`config.mk`:
```
export PLATFORM = sky130hd
export DESIGN_NAME = sflash_wp_unit
export DESIGN_NICKNAME = d
export VERILOG_FILES = /design/src/rtl/fsr_pkg.sv /design/src/rtl/fsr_link.sv /design/src/rtl/fsr_decode.sv /design/src/rtl/fsr_guard.sv /design/src/rtl/sflash_wp_unit.sv
export SDC_FILE = /design/constraint.sdc
export NUM_CORES = 1
export LEC_CHECK = 0
export ABC_AREA = 1
export BUFFER_PORTS_ARGS = -buffer_cell sky130_fd_sc_hd__buf_2
export CAP_MARGIN = 15
export CORE_ASPECT_RATIO = 0.8
export CORE_MARGIN = 2
export CORE_UTILIZATION = 48
export DETAILED_ROUTE_END_ITERATION = 12
export GPL_ROUTABILITY_DRIVEN = 0
export MAX_ROUTING_LAYER = met4
export PLACE_DENSITY = 0.67
export RECOVER_POWER = 100
export SLEW_MARGIN = 20
export SYNTH_ARGS = -nofsm -noshare
export SYNTH_HDL_FRONTEND = slang
export SYNTH_SLANG_ARGS = --single-unit
export TNS_END_PERCENT = 50
```
`constraint.sdc`:
```
create_clock -name clk -period 3.2 [get_ports clk]
set_clock_uncertainty 0.05 [all_clocks]
set_input_delay 0.32 -clock clk [delete_from_list [all_inputs] [get_ports clk]]
set_output_delay 0.32 -clock clk [all_outputs]
set_load 0.01 [all_outputs]
```
`src/rtl/fsr_pkg.sv`:
```
package fsr_pkg;

  localparam logic [7:0] OP_RDSR = 8'h05;
  localparam logic [7:0] OP_WRSR = 8'h01;
  localparam logic [7:0] OP_WREN = 8'h06;
  localparam logic [7:0] OP_PP   = 8'h02;
  localparam logic [7:0] OP_SE   = 8'hD8;
  localparam logic [7:0] OP_BE   = 8'hC7;

  typedef enum logic [2:0] {
    REQ_NONE,
    REQ_WREN,
    REQ_WRSR,
    REQ_PP,
    REQ_SE,
    REQ_BE
  } req_e;

  typedef struct packed {
    logic       lock;
    logic [2:0] bp;
    logic       wel;
    logic       wip;
  } sreg_t;

  function automatic logic [7:0] pack_status(sreg_t s);
    return {s.lock, 2'b00, s.bp, s.wel, s.wip};
  endfunction

endpackage

```
`src/rtl/fsr_link.sv`:
```
module fsr_link #(
  parameter int CNT_W = 4
) (
  input  logic             clk,
  input  logic             rst,
  input  logic             sck,
  input  logic             cs_n,
  input  logic             mosi,
  input  logic             stream_en,
  input  logic [7:0]       status_byte,
  output logic             byte_stb,
  output logic [7:0]       byte_val,
  output logic [CNT_W-1:0] byte_idx,
  output logic             end_stb,
  output logic             end_aligned,
  output logic [CNT_W-1:0] end_count,
  output logic             miso
);

  localparam logic [CNT_W-1:0] CNT_MAX = '1;

  logic             sck_q, sck_d, cs_q, cs_d, mosi_q;
  logic [2:0]       bit_cnt;
  logic [CNT_W-1:0] byte_cnt;
  logic [7:0]       shreg;
  logic [7:0]       shadow;
  logic             sck_rise, sck_fall, cs_up;

  assign sck_rise = sck_q & ~sck_d & ~cs_q;
  assign sck_fall = ~sck_q & sck_d & ~cs_q;
  assign cs_up    = cs_q & ~cs_d;

  always_ff @(posedge clk) begin
    if (rst) begin
      sck_q       <= 1'b0;
      sck_d       <= 1'b0;
      cs_q        <= 1'b1;
      cs_d        <= 1'b1;
      mosi_q      <= 1'b0;
      bit_cnt     <= '0;
      byte_cnt    <= '0;
      shreg       <= '0;
      shadow      <= '0;
      byte_stb    <= 1'b0;
      byte_val    <= '0;
      byte_idx    <= '0;
      end_stb     <= 1'b0;
      end_aligned <= 1'b0;
      end_count   <= '0;
      miso        <= 1'b0;
    end else begin
      sck_q    <= sck;
      sck_d    <= sck_q;
      cs_q     <= cs_n;
      cs_d     <= cs_q;
      mosi_q   <= mosi;
      byte_stb <= 1'b0;
      end_stb  <= 1'b0;
      if (cs_q) begin
        bit_cnt  <= '0;
        byte_cnt <= '0;
        miso     <= 1'b0;
      end else begin
        if (sck_rise) begin
          shreg   <= {shreg[6:0], mosi_q};
          bit_cnt <= bit_cnt + 3'd1;
          if (bit_cnt == 3'd7) begin
            byte_stb <= 1'b1;
            byte_val <= {shreg[6:0], mosi_q};
            byte_idx <= byte_cnt;
            if (byte_cnt != CNT_MAX) byte_cnt <= byte_cnt + 1'b1;
          end
        end
        if (sck_fall) begin
          if (!stream_en) begin
            miso <= 1'b0;
          end else if (bit_cnt == 3'd0) begin
            shadow <= status_byte;
            miso   <= status_byte[7];
          end else begin
            miso <= shadow[~bit_cnt];
          end
        end
      end
      if (cs_up) begin
        end_stb     <= 1'b1;
        end_aligned <= (bit_cnt == 3'd0);
        end_count   <= byte_cnt;
      end
    end
  end

  // a deselected link always restarts at bit zero
  p_link_idle_r4: assert property (@(posedge clk) disable iff (rst)
    cs_q |=> (bit_cnt == 3'd0 && byte_cnt == '0));

  // nothing is driven out while deselected
  p_quiet_out_r2: assert property (@(posedge clk) disable iff (rst)
    (cs_q && cs_d) |=> !miso);

endmodule

```
`src/rtl/fsr_decode.sv`:
```
module fsr_decode
  import fsr_pkg::*;
#(
  parameter int CNT_W = 4
) (
  input  logic             clk,
  input  logic             rst,
  input  logic             byte_stb,
  input  logic [7:0]       byte_val,
  input  logic [CNT_W-1:0] byte_idx,
  input  logic             end_stb,
  input  logic             end_aligned,
  input  logic [CNT_W-1:0] end_count,
  output logic             stream_en,
  output logic             req_stb,
  output req_e             req,
  output logic [7:0]       wr_data
);

  localparam logic [CNT_W-1:0] N1 = CNT_W'(1);
  localparam logic [CNT_W-1:0] N2 = CNT_W'(2);
  localparam logic [CNT_W-1:0] N4 = CNT_W'(4);
  localparam logic [CNT_W-1:0] N5 = CNT_W'(5);

  logic [7:0] opcode;
  req_e       kind;

  always_comb begin
    kind = REQ_NONE;
    if (end_aligned) begin
      unique case (opcode)
        OP_WREN: if (end_count == N1) kind = REQ_WREN;
        OP_WRSR: if (end_count >= N2) kind = REQ_WRSR;
        OP_PP:   if (end_count >= N5) kind = REQ_PP;
        OP_SE:   if (end_count == N4) kind = REQ_SE;
        OP_BE:   if (end_count == N1) kind = REQ_BE;
        default: kind = REQ_NONE;
      endcase
    end
  end

  always_ff @(posedge clk) begin
    if (rst) begin
      opcode    <= '0;
      wr_data   <= '0;
      stream_en <= 1'b0;
      req_stb   <= 1'b0;
      req       <= REQ_NONE;
    end else begin
      req_stb <= 1'b0;
      if (byte_stb) begin
        if (byte_idx == '0) begin
          opcode    <= byte_val;
          stream_en <= (byte_val == OP_RDSR);
        end
        if (byte_idx == N1) wr_data <= byte_val;
      end
      if (end_stb) begin
        stream_en <= 1'b0;
        req       <= kind;
        req_stb   <= (kind != REQ_NONE);
      end
    end
  end

endmodule

```
`src/rtl/fsr_guard.sv`:
```
module fsr_guard
  import fsr_pkg::*;
#(
  parameter int BUSY_CYCLES = 600
) (
  input  logic       clk,
  input  logic       rst,
  input  logic       wp_n,
  input  logic       req_stb,
  input  req_e       req,
  input  logic [7:0] wr_data,
  output sreg_t      st,
  output logic       prog_go,
  output logic       sect_go,
  output logic       bulk_go
);

  localparam int CW = $clog2(BUSY_CYCLES + 1);

  logic          wp_q;
  logic          hpm;
  logic [CW-1:0] cnt;
  logic          take;

  assign hpm  = st.lock & ~wp_q;
  assign take = req_stb & ~st.wip;

  always_ff @(posedge clk) begin
    if (rst) begin
      wp_q    <= 1'b1;
      st      <= '0;
      cnt     <= '0;
      prog_go <= 1'b0;
      sect_go <= 1'b0;
      bulk_go <= 1'b0;
    end else begin
      wp_q    <= wp_n;
      prog_go <= 1'b0;
      sect_go <= 1'b0;
      bulk_go <= 1'b0;
      if (st.wip) begin
        if (cnt <= CW'(1)) begin
          st.wip <= 1'b0;
          st.wel <= 1'b0;
          cnt    <= '0;
        end else begin
          cnt <= cnt - 1'b1;
        end
      end else if (take) begin
        unique case (req)
          REQ_WREN: st.wel <= 1'b1;
          REQ_WRSR: if (st.wel && !hpm) begin
            st.lock <= wr_data[7];
            st.bp   <= wr_data[4:2];
            st.wip  <= 1'b1;
            cnt     <= CW'(BUSY_CYCLES);
          end
          REQ_PP: if (st.wel) begin
            prog_go <= 1'b1;
            st.wip  <= 1'b1;
            cnt     <= CW'(BUSY_CYCLES);
          end
          REQ_SE: if (st.wel) begin
            sect_go <= 1'b1;
            st.wip  <= 1'b1;
            cnt     <= CW'(BUSY_CYCLES);
          end
          REQ_BE: if (st.wel && st.bp == 3'b000) begin
            bulk_go <= 1'b1;
            st.wip  <= 1'b1;
            cnt     <= CW'(BUSY_CYCLES);
          end
          default: ;
        endcase
      end
    end
  end

  // a start pulse only comes with the latch set and busy raised
  p_wel_gate_r5: assert property (@(posedge clk) disable iff (rst)
    (prog_go || sect_go || bulk_go) |-> (st.wel && st.wip));

  // protected mode freezes lock and protect bits
  p_hpm_freeze_r7: assert property (@(posedge clk) disable iff (rst)
    (st.lock && !wp_q) |=> $stable({st.lock, st.bp}));

  // bulk erase never starts over a protected area
  p_bulk_bp_r8: assert property (@(posedge clk) disable iff (rst)
    bulk_go |-> (st.bp == 3'b000));

  // the end of a busy cycle leaves the latch cleared
  p_done_clear_r10: assert property (@(posedge clk) disable iff (rst)
    $fell(st.wip) |-> !st.wel);

  // nothing can set the latch while busy
  p_busy_hold_r11: assert property (@(posedge clk) disable iff (rst)
    st.wip |=> !$rose(st.wel));

endmodule

```
`src/rtl/sflash_wp_unit.sv`:
```
module sflash_wp_unit
  import fsr_pkg::*;
#(
  parameter int BUSY_CYCLES = 600,
  parameter int CNT_W       = 4
) (
  input  logic clk,
  input  logic rst,
  input  logic sck,
  input  logic cs_n,
  input  logic mosi,
  input  logic wp_n,
  output logic miso,
  output logic prog_go,
  output logic sect_go,
  output logic bulk_go
);

  logic             byte_stb, end_stb, end_aligned, stream_en, req_stb;
  logic [7:0]       byte_val, wr_data;
  logic [CNT_W-1:0] byte_idx, end_count;
  req_e             req;
  sreg_t            st;

  fsr_link #(.CNT_W(CNT_W)) u_link (
    .clk         (clk),
    .rst         (rst),
    .sck         (sck),
    .cs_n        (cs_n),
    .mosi        (mosi),
    .stream_en   (stream_en),
    .status_byte (pack_status(st)),
    .byte_stb    (byte_stb),
    .byte_val    (byte_val),
    .byte_idx    (byte_idx),
    .end_stb     (end_stb),
    .end_aligned (end_aligned),
    .end_count   (end_count),
    .miso        (miso)
  );

  fsr_decode #(.CNT_W(CNT_W)) u_decode (
    .clk         (clk),
    .rst         (rst),
    .byte_stb    (byte_stb),
    .byte_val    (byte_val),
    .byte_idx    (byte_idx),
    .end_stb     (end_stb),
    .end_aligned (end_aligned),
    .end_count   (end_count),
    .stream_en   (stream_en),
    .req_stb     (req_stb),
    .req         (req),
    .wr_data     (wr_data)
  );

  fsr_guard #(.BUSY_CYCLES(BUSY_CYCLES)) u_guard (
    .clk     (clk),
    .rst     (rst),
    .wp_n    (wp_n),
    .req_stb (req_stb),
    .req     (req),
    .wr_data (wr_data),
    .st      (st),
    .prog_go (prog_go),
    .sect_go (sect_go),
    .bulk_go (bulk_go)
  );

  // at most one kind of operation starts in a cycle
  p_one_start_r9: assert property (@(posedge clk) disable iff (rst)
    $onehot0({prog_go, sect_go, bulk_go}));

endmodule

```
==> impl_metrics.json <==
{
  "ys_ff_latch": 82,
  "place_hpwl_um": 5110,
  "irDropWorstVdd_v": 0.000332,
  "grt_usage_pct": 20.8,
  "routed_wl_um": 7270,
  "grt_use_met2_pct": 30.0,
  "hold_viol_final": 0,
  "period_needed_ns": 2.28,
  "setup_violations": 0,
  "clk_pin_slew_ns": 0.07,
  "slowest_delay_ns": 0.63,
  "syn-num-nets": 492,
  "cts_buffers": 9,
  "reg2reg_from": "u_link.bit_cnt[1]",
  "clock_sinks": 82,
  "via_per_inst": 5.20,
  "end_kind": "flip-flop",
  "yosysSeqAreaShare_pct": 46.6,
  "areaGrowthSynthToFinish_pct": 6.72,
  "grt_max_degree": 44,
  "portBuffers": 9,
  "antenna_left": 0,
  "finalMaxSlewViolations": 0,
  "met3_usage_pct": 6.27,
  "critPathArrivalTime_ns": 2.53,
  "synthCells": 480,
  "drt_iter0_drc": 199,
  "tns_ns": 0,
  "fin_crit_sh_pct": 71.3,
  "cts_root_buffer": "clkbuf_8",
  "cts_setup_buffers": 0,
  "antenna_found_initial": 0,
  "grt_pass1_wl_um": 12800,
  "final_nets": 499,
  "core_mm2": 0.00699,
  "grt_busiest_layer": "met2",
  "worstHoldStart": "cs_n",
  "yosysWarnings": 0,
  "cts_resized": 0,
  "tightest_slew_ns": 1.41,
  "crit_type": "flip-flop to flip-flop",
  "met1_usage_pct": 28.5,
  "ff_latch_area_mm2": 0.00164,
  "cts.htree.levels": 3,
  "relSlewSlack_pct": 6.18,
  "routedWlPerCell_um": 12.6,
  "clockBufferDepth": 2,
  "drive_above_1_share_pct": 5.30,
  "grt_pass1_vias": 2809,
  "slowest_stage": "nand4_1",
  "drc": 0,
  "fillCellCount": 695,
  "drt-pass1-iter-count": 4,
  "rows": 27,
  "power.density_mw_per_mm2": 465,
  "critPathLaunch": "u_link.bit_cnt[1]",
  "yosysUniqueCellTypes": 27,
  "cp_max_fo": 17,
  "cap_viol_max_count": 0,
  "die_area_mm2": 0.00804,
  "io_pins": 10,
  "die_y_um": 80.6,
  "avgSynthCellArea_um2": 7.33,
  "die_width_um": 99.7,
  "min_path_type": "primary input to flip-flop",
  "syn_area_mm2": 0.00352,
  "gr-total-overflow": 0,
  "p_total_uw": 1750,
  "worstPathCellList": "ha_1 > ha_1 > nand4_1 > a21oi_4 > nand4_1 > nand2_1 > nand2_1 > nor2_1",
  "p_leak_uw": 0.00153,
  "worst_setup_path_start_kind": "flip-flop",
  "fmaxAchievable_mhz": 438,
  "antenna_cells": 0,
  "rsz0062_at_grt": "no",
  "cts_tree": "done",
  "cts_hold_buf": 0,
  "via_count": 3007,
  "outcome": "finished, final reports clean",
  "cp.required_ns": 3.45,
  "initial_utilization_pct": 50.3,
  "multi_input_area_mm2": 0.00153,
  "worstSkewPairLatency_ns": 0.36
}
## layer usage
metal / share of wire [%] / vias to the layer above
met5: 0 / -
met4: 1.1 / 0
met3: 5.1 / 8
met2: 41 / 53
met1: 53 / 1366
li1: - / 1580
## cell usage after synthesis
master / count / area, µm²
dfxtp_1: 82 / 1640
inv_1: 71 / 267
nand2_1: 65 / 244
o21ai_0: 56 / 280
a21oi_1: 55 / 275
nand3_1: 51 / 255
nor2_1: 50 / 188
buf_2: 6 / 30.0
ha_1: 6 / 75.1
clkbuf_1: 5 / 18.8
nor3_1: 5 / 25.0
xor2_1: 4 / 35.0
nand2_2: 3 / 18.8
nand4_1: 3 / 18.8
nor2_2: 3 / 18.8
or2_2: 3 / 18.8
nor4_1: 2 / 12.5
a211oi_1: 1 / 7.51
a21oi_4: 1 / 16.3
a221oi_1: 1 / 8.76
buf_1: 1 / 3.75
buf_4: 1 / 7.51
nand4_4: 1 / 21.3
nor3_2: 1 / 10.0
o211ai_1: 1 / 7.51
o21a_1: 1 / 7.51
o31ai_1: 1 / 7.51
## layout make-up
type | instances | area share (%)
flip-flops and latches | 82 | 43.7
multi-input cells | 314 | 40.7
inverters | 71 | 7.10
clock buffers | 13 | 4.23
well taps | 87 | 2.90
repair buffers | 9 | 1.03
clock inverters | 2 | 0.333
## placed cells by master, fill, tap and decap left out, drive strengths merged
| cell | count |
|---|---|
| clkinvlp | 1 |
| o21a | 1 |
| a211oi | 1 |
| dfxtp | 82 |
| buf | 4 |
| nor4 | 2 |
| a21oi | 56 |
| nor3 | 6 |
| nand3 | 51 |
| o21ai | 56 |
| nand2 | 68 |
| xor2 | 4 |
| inv | 71 |
| ha | 6 |
| a221oi | 1 |
| nand4 | 4 |
| or2 | 3 |
| clkinv | 1 |
| o31ai | 1 |
| o211ai | 1 |
| nor2 | 53 |
| clkbuf | 18 |
## cell families after synthesis
kind of cell	after synthesis	share of synthesized area [%]
buffers and inverters	84	9.28
AOI/OAI and AO/OA	117	17.3
and+or+nand+nor	187	23.6
DFF	82	46.6
adders and majority gates	6	2.13
xor gates and xnor gates	4	0.995
## power by group
| group | internal [µW] | switching (µW) | total (µW) |
|---|---|---|---|
| logic | 12.8 | 32.2 | 45.0 |
| registers | 1030 | 6.81 | 1040 |
| clock network | 319 | 346 | 666 |
## sequential cells by signal, summed over array words and instances, names as in the netlist, 3 cells and up
register and flops:
u_guard.cnt 10, u_decode.opcode 8, u_link.byte_val 8, u_link.shreg 7
u_guard.st 6, u_link.shadow 6, u_decode.wr_data 4, u_link.byte_cnt 4
u_link.byte_idx 4, u_link.end_count 4, u_decode.req 3, u_link.bit_cnt 3
## worst max-delay path, delay by kind of cell (launching register included)
kind	cells	cell delay (ns)
adders and majority gates	2	0.34
DFF	1	0.41
AOI/OAI and AO/OA	1	0.41
and+or+nand+nor	5	1.03
## metrics by stage
step                utilization (%)  setup slack (ns)  hold WS [ns]  std cells  cell area [µm²]
detailed placement             51.7              1.14         0.393        563             3610
CTS                            54.1              1.42        0.0839        578             3780
global placement               51.7              1.21         0.386        563             3610
global route                   53.7             0.655        0.0813        578             3760
floorplan                         -              1.79         0.370        480             3520
finish                         53.7             0.918        0.0930        578             3760
## path summary, 6_finish.rpt
| path | to | slack [ns] | cells past startpoint |
|---|---|---|---|
| setup / recovery | u_link.byte_cnt[3] | 0.92 | 8 |
| hold / removal | u_link.cs_q | 0.09 | 2 |
| setup reg to reg | u_link.byte_cnt[3] | 0.92 | 8 |
| hold reg to reg | u_link.shreg[6] | 0.40 | 2 |
Note: power is estimated with default switching activity, not from simulation.
